## src/rtl/bcd_ctr_pkg.sv

```systemverilog
`timescale 1ns/1ps
package bcd_ctr_pkg;
  // Action taken by the digit at the next rising edge
  typedef enum logic [1:0] {
    OP_HOLD = 2'd0,
    OP_LOAD = 2'd1,
    OP_STEP = 2'd2
  } ctr_op_e;
endpackage

```

## src/rtl/bcd_ctr_ctl.sv

```systemverilog
`timescale 1ns/1ps
module bcd_ctr_ctl
  import bcd_ctr_pkg::*;
(
  input  logic    load_n,
  input  logic    cnt_en,
  input  logic    chain_en,
  output ctr_op_e op
);
  // Load wins over both enables; stepping needs both enables
  always_comb begin
    if (!load_n)                op = OP_LOAD;
    else if (cnt_en && chain_en) op = OP_STEP;
    else                        op = OP_HOLD;
  end
endmodule

```

## src/rtl/bcd_ctr_next.sv

```systemverilog
`timescale 1ns/1ps
module bcd_ctr_next
  import bcd_ctr_pkg::*;
#(
  parameter int RADIX = 10,
  parameter int W     = 4
) (
  input  ctr_op_e        op,
  input  logic [W-1:0]   cur,
  input  logic [W-1:0]   load_val,
  output logic [W-1:0]   nxt
);
  localparam logic [W-1:0] LAST     = W'(RADIX - 1);
  localparam bit           FULL_BIN = (RADIX == (1 << W));

  logic [W-1:0] stepped;

  generate
    if (FULL_BIN) begin : g_natural_wrap
      // Modulus fills the register: the adder wraps on its own
      assign stepped = cur + W'(1);
    end else begin : g_compare_wrap
      // Last code and every unused code above it go to zero
      assign stepped = (cur >= LAST) ? '0 : cur + W'(1);
    end
  endgenerate

  always_comb begin
    unique case (op)
      OP_LOAD: nxt = load_val;
      OP_STEP: nxt = stepped;
      default: nxt = cur;
    endcase
  end
endmodule

```

## src/rtl/bcd_ctr_reg.sv

```systemverilog
`timescale 1ns/1ps
module bcd_ctr_reg #(
  parameter int W = 4
) (
  input  logic         clk,
  input  logic         rst_n,
  input  logic [W-1:0] d,
  output logic [W-1:0] q
);
  always_ff @(posedge clk or negedge rst_n) begin
    if (!rst_n) q <= '0;
    else        q <= d;
  end
endmodule

```

## src/rtl/bcd_ctr_tc.sv

```systemverilog
`timescale 1ns/1ps
module bcd_ctr_tc #(
  parameter int RADIX = 10,
  parameter int W     = 4
) (
  input  logic [W-1:0] cur,
  input  logic         chain_en,
  output logic         carry
);
  localparam logic [W-1:0] LAST = W'(RADIX - 1);
  // Only the chain enable qualifies the flag, so it ripples ahead of the clock
  assign carry = chain_en && (cur == LAST);
endmodule

```

## src/rtl/bcd_digit_counter.sv

```systemverilog
`timescale 1ns/1ps
module bcd_digit_counter
  import bcd_ctr_pkg::*;
#(
  parameter int  RADIX = 10,
  localparam int W     = (RADIX < 2) ? 1 : $clog2(RADIX)
) (
  input  logic         clk_i,
  input  logic         rst_n_i,
  input  logic         load_n_i,
  input  logic         cnt_en_i,
  input  logic         chain_en_i,
  input  logic [W-1:0] data_i,
  output logic [W-1:0] count_o,
  output logic         carry_o
);
  ctr_op_e      op;
  logic [W-1:0] state_q;
  logic [W-1:0] state_d;

  bcd_ctr_ctl u_ctl (
    .load_n   (load_n_i),
    .cnt_en   (cnt_en_i),
    .chain_en (chain_en_i),
    .op       (op)
  );

  bcd_ctr_next #(.RADIX(RADIX), .W(W)) u_next (
    .op       (op),
    .cur      (state_q),
    .load_val (data_i),
    .nxt      (state_d)
  );

  bcd_ctr_reg #(.W(W)) u_reg (
    .clk   (clk_i),
    .rst_n (rst_n_i),
    .d     (state_d),
    .q     (state_q)
  );

  bcd_ctr_tc #(.RADIX(RADIX), .W(W)) u_tc (
    .cur      (state_q),
    .chain_en (chain_en_i),
    .carry    (carry_o)
  );

  assign count_o = state_q;
endmodule

```

## config.mk

```make
export PLATFORM = sky130hd
export DESIGN_NAME = bcd_digit_counter
export DESIGN_NICKNAME = d
export VERILOG_FILES = /design/src/rtl/bcd_ctr_pkg.sv /design/src/rtl/bcd_ctr_ctl.sv /design/src/rtl/bcd_ctr_next.sv /design/src/rtl/bcd_ctr_reg.sv /design/src/rtl/bcd_ctr_tc.sv /design/src/rtl/bcd_digit_counter.sv
export SDC_FILE = /design/constraint.sdc
export NUM_CORES = 1
export LEC_CHECK = 0
export CORE_AREA = 10 10 47 49
export CTS_CLUSTER_SIZE = 10
export DETAILED_ROUTE_END_ITERATION = 8
export DIE_AREA = 0 0 57 59
export PLACE_DENSITY_LB_ADDON = 0.12
export SLEW_MARGIN = 20
export SYNTH_ARGS = -nofsm -noshare
export SYNTH_HDL_FRONTEND = slang
export SYNTH_SLANG_ARGS = --single-unit
export TNS_END_PERCENT = 1
```

## constraint.sdc

```tcl
create_clock -name clk_i -period 2.7 [get_ports clk_i]
set_input_delay 0.675 -clock clk_i [delete_from_list [all_inputs] [get_ports clk_i]]
set_output_delay 0.675 -clock clk_i [all_outputs]
set_load 0.02 [all_outputs]
```

[After elaboration in Yosys (flattened, before gate mapping)]
Index checks and enable logic that the tools add are counted.
Cells by class
  divide/modulo/power cells: 0
  multiply operators: 0
  shift-type cells: 0
  magnitude comparators: 1
  mux-type cells: 4
  equality and inequality tests: 3
  $add $sub $neg: 1
  bitwise operators: 0
  reduce and logical (&&, ||, !) cells: 3
Operators with widths (number)
  4-bit case mux with 2 select lines: 1
  4-bit by 1-bit adder with 4-bit output (second input constant): 1
  4-bit == test (second input constant): 1
  4-bit >= comparator (second input constant): 1
  2-bit 2-to-1 mux: 2
  4-bit 2-to-1 mux: 1
  2-bit by 1-bit == test with 1-bit output (second input constant): 1
  2-bit == test (second input constant): 1
  1-bit logical AND: 2
  2-bit nonzero test: 1
Storage, ports and cells
  register bits: 4
  logic and storage cells: 13
  memories kept: 0
  output and inout bits: 5
  latch bits: 0
  ROM bits: 0
  memory bits (writable): 0
  input port bits: 9

[Depth between registers and ports, before layout]
  depth in word-level cells: 5
  gate-level depth with buffers: 5
  depth with buffers taken out: 5

[Modules after synthesis]
A second synthesis with hierarchy kept.
Unflattened totals
  cells, all modules: 38
  area total of the unflattened synthesis: 332.8 µm²
Modules (own cells, without submodules)
  bcd_ctr_next: cells an instance 30, sequential area each 0.0 µm², instances 1, area each 210.2 µm²
  bcd_ctr_reg: cells an instance 4, sequential area each 100.1 µm², instances 1, area each 100.1 µm²
  bcd_ctr_tc: cells an instance 2, sequential area each 0.0 µm², instances 1, area each 12.5 µm²
  bcd_ctr_ctl: cells an instance 2, sequential area each 0.0 µm², instances 1, area each 10.0 µm²

[Worst setup path before layout]
OpenSTA, ideal clock, no wires.
  kind: register -> output
  start: reg u_reg.q[1]
  end: out carry_o
  buffers on the path: 0
  path slack: 0.619 ns
  stages on the path, launching flop included: 5
  required time: 2.025 ns
  arrival time: 1.406 ns
  path through: dfrtp_1 inv_1 ha_1 nand2_1 nor3b_1
On the way
  cells in the longest elaborated chain, start to end: 2
Ends and longest elaborated chain
  start: declaration: line bcd_ctr_reg.sv:8  | output logic [W-1:0] q
  start signal: assignment: line bcd_ctr_reg.sv:11  | if (!rst_n) q <= '0;
  start signal: assignment: line bcd_ctr_reg.sv:12  | else q <= d;
  4-bit == test: line bcd_ctr_tc.sv:12  | assign carry = chain_en && (cur == LAST);
  1-bit logical AND: line bcd_ctr_tc.sv:12
  end: declaration: line bcd_digit_counter.sv:15  | output logic carry_o
No other way between the ends.

[Final worst setup path]
  start: in chain_en_i
  end: out carry_o
On the way
  cells in the longest elaborated chain, start to end: 1
Ends and longest elaborated chain
  start: declaration: line bcd_digit_counter.sv:12  | input logic chain_en_i,
  1-bit logical AND: line bcd_ctr_tc.sv:12
No other way between the ends.

==> summary.txt <==
P_int -> 157 µW
Clock latency at the later pin of the worst-skew pair -> 0.23 ns
Post-synth top area cell -> dfrtp_1
Setup violators final -> 0
Cell area after synthesis -> 332 µm²
Initial antenna violation count -> 0
Place WS -> 0.0521 ns
CP Launch Type -> primary input
P&R area growth vs syn -> 55.1%
CTS clk-pin slew, worst paths -> 0.04 ns
Reg2reg path depth -> 5
Avg WL per Cell -> 13.8 µm
GRT Overall Usage -> 6.40%
Routability Congestion -> 0.785
Die area -> 3360 µm²
FF-to-FF End -> u_reg.q[0]
Htree depth -> 1
Reg-to-Reg Start -> u_reg.q[0]
Reg2reg setup slack -> 1.31 ns
DRT antenna net count -> 0
Crit-path max FO -> 2
Clock tree buffer depth -> 2
Die Height -> 59 µm
Fin. max-slew vios -> 0
Mux share of post-synthesis cell area -> 0%
Hold Fails Final Rpt -> 0
Synth Area in Simple Gates -> 24.5%
Final wirelength -> 969 µm
Fin crit share -> 82.7%
Setup crit end -> carry_o
Worst setup EP type -> output pin
Drt pass-1 iters -> 4
Final worst setup slack -> 0.466 ns
Post-Synth XOR/XNOR Area -> 0%
Share of layout cells above drive strength 1 -> 16.7%
Worst Path Arrival -> 1.56 ns
Yosys top cell area share -> 30.2%
Post-synthesis compound-gate area fraction -> 29.4%
Ant diodes -> 0
Clock Sinks -> 4
First-pass GRT wire length -> 1710 µm
Root Driver -> clkbuf_4
Top reg by flops -> u_reg.q
Max reg flops -> 4
Main area contributors after synthesis -> dfrtp_1 (30%), ha_1 (11%), o2111ai_1 (5.3%), a211oi_1 (4.5%), inv_1 (4.5%)
TritonCTS buffer count -> 3
Ys flop type -> dfrtp_1
Clock power frac -> 31.9%
Static Leak -> 0.000226 µW
Via count -> 362
Adder-Cell Fraction of Synth Area -> 11.3%
Sequential Power Share -> 35.2%
Syn nets -> 49
Worst hold path class -> in -> async
CP max stage delay -> 0.47 ns
Via count of the first global-routing pass -> 386
Setup Skew -> 0.00106 ns
Power per cell area -> 454 nW/µm²
I/O pin cnt -> 14
Final setup TNS -> 0 ns
Sw frac -> 32.7%
Detailed Route Iter0 Violations -> 9
CTS tree -> built
Die Width -> 57 µm
Placeable Area -> 1400 µm²
Async SR Flop Fraction -> 100%
NetSw -> 76.4 µW
CP max-delay cell -> clkdlybuf4s50_1
CP cell instances -> clkdlybuf4s50_1 > nor3b_1 > dlymetal6s2s_1
Worst Max-Slew Pin Slew -> 0.296 ns
Via density -> 5.17
Kind of critical path -> in -> out
Post-Syn Area per Cell -> 8.96 µm²
DRC -> 0
Final HPWL DP -> 799 µm
Max Cap Viol -> 0
Cells after synthesis -> 37
Initial Util -> 23.7%
Largest family of logic cells by synthesized area -> compound AO/OA/AOI/OAI gates
Status -> completed
Seq/Total Area, Yosys -> 30.2%
Seq cells post-synth -> 4
RSZ-0062 raised after global routing -> false
GRT overflow -> 0
Number of synthesis warnings -> 0
Standard-cell rows -> 14
Comb power frac -> 32.9%
Required time worst endpoint -> 2.03 ns
Max Fclk -> 0.448 GHz
Port Buffers -> 13
Worst VDD drop -> 0.000315 V
Biggest regs -> u_reg.q (4)
Largest net degree at the start of global routing -> 9
EDFF count, synth -> 0
Period minus WS final -> 2.23 ns
Layout Nets -> 68
Slew HR -> 80.3%
Unique masters post-synth -> 21
Launch point of the worst path -> chain_en_i
## placed cells by master, fill, tap and decap left out, drive strengths merged, types with 2 or more instances in the layout
master,n
nor2,2
nand2,4
nand3,2
ha,3
clkdlybuf4s50,12
a211oi,2
dfrtp,4
o2111ai,3
clkbuf,3
inv,4
a31oi,2
## timing repair
| item | in CTS | in global routing |
|---|---|---|
| hold buffers | 0 | 0 |
| buffers inserted | 0 | 0 |
| setup endpoints to repair | 0 | 1 |
| gates resized for setup | 0 | 1 |
## cell usage after synthesis, types with 2 or more instances
library cell and number:
o2111ai_1 2, nand2_1 4, dfrtp_1 4, nor2_1 2
a31oi_1 2, a211oi_1 2, ha_1 3, inv_1 4
nand3_1 2
## per-stage QoR
stage / total power (µW) / std cells / hold WS, ns / area (µm²) / util [%]
floorplan: 118 / 37 / 0.379 / 332 / -
CTS: 236 / 70 / 0.638 / 512 / 36.5
finish: 233 / 70 / 0.636 / 514 / 36.7
global placement: 160 / 67 / 0.631 / 489 / 34.9
global route: 249 / 70 / 0.650 / 514 / 36.7
detailed placement: 161 / 67 / 0.628 / 489 / 34.9
## power by group through the flow
stage	Sequential, µW	Clock, µW	Combinational, µW
5_1_grt	84.7	79.8	84.7
4_1_cts	82.2	76.1	78.1
2_1_floorplan	88.4	0	29.8
3_3_place_gp	82.5	0	77.2
3_5_place_dp	82.8	0	77.9
6_report	82.1	74.4	76.8
## metal layers
layer	vias up	global-route usage, %	share of wire [%]
li1	175	-	-
met1	163	6.91	41
met2	20	9.15	44
met3	4	3.43	11
met4	0	5.03	3.1
met5	-	0	0
## cell type report
cell class | count | area (µm²)
inverters | 4 | 15.0
well taps | 16 | 20.0
multi-input cells | 29 | 216
clock buffers | 3 | 22.5
fillers | 156 | 887
flip-flops and latches | 4 | 100
repair buffers | 14 | 140
## worst min-delay path by stage
stage | from | endpoint | slack, ns | cells past startpoint
final | rst_n_i | u_reg.q[1] | 0.64 | 1
after global placement | u_reg.q[3] | u_reg.q[3] | 0.63 | 1
after CTS | rst_n_i | u_reg.q[0] | 0.64 | 1
after floorplan | rst_n_i | u_reg.q[0] | 0.38 | 0
after detailed placement | u_reg.q[3] | u_reg.q[3] | 0.63 | 1
after global routing | rst_n_i | u_reg.q[2] | 0.65 | 1
## logic make-up (layout without fill, tap and decap cells)
kind of cell	after synthesis	after routing
AOI/OAI and AO/OA	12	12
adders and majority gates	3	3
buffers and inverters	4	21
DFF	4	4
and+or+nand+nor	14	14
## critical path, delay by kind of cell
| kind | cells | cell delay, ns |
|---|---|---|
| buffers and inverters | 2 | 0.72 |
| AND/OR/NAND/NOR | 1 | 0.16 |
Note: power is estimated with default switching activity, not from simulation.
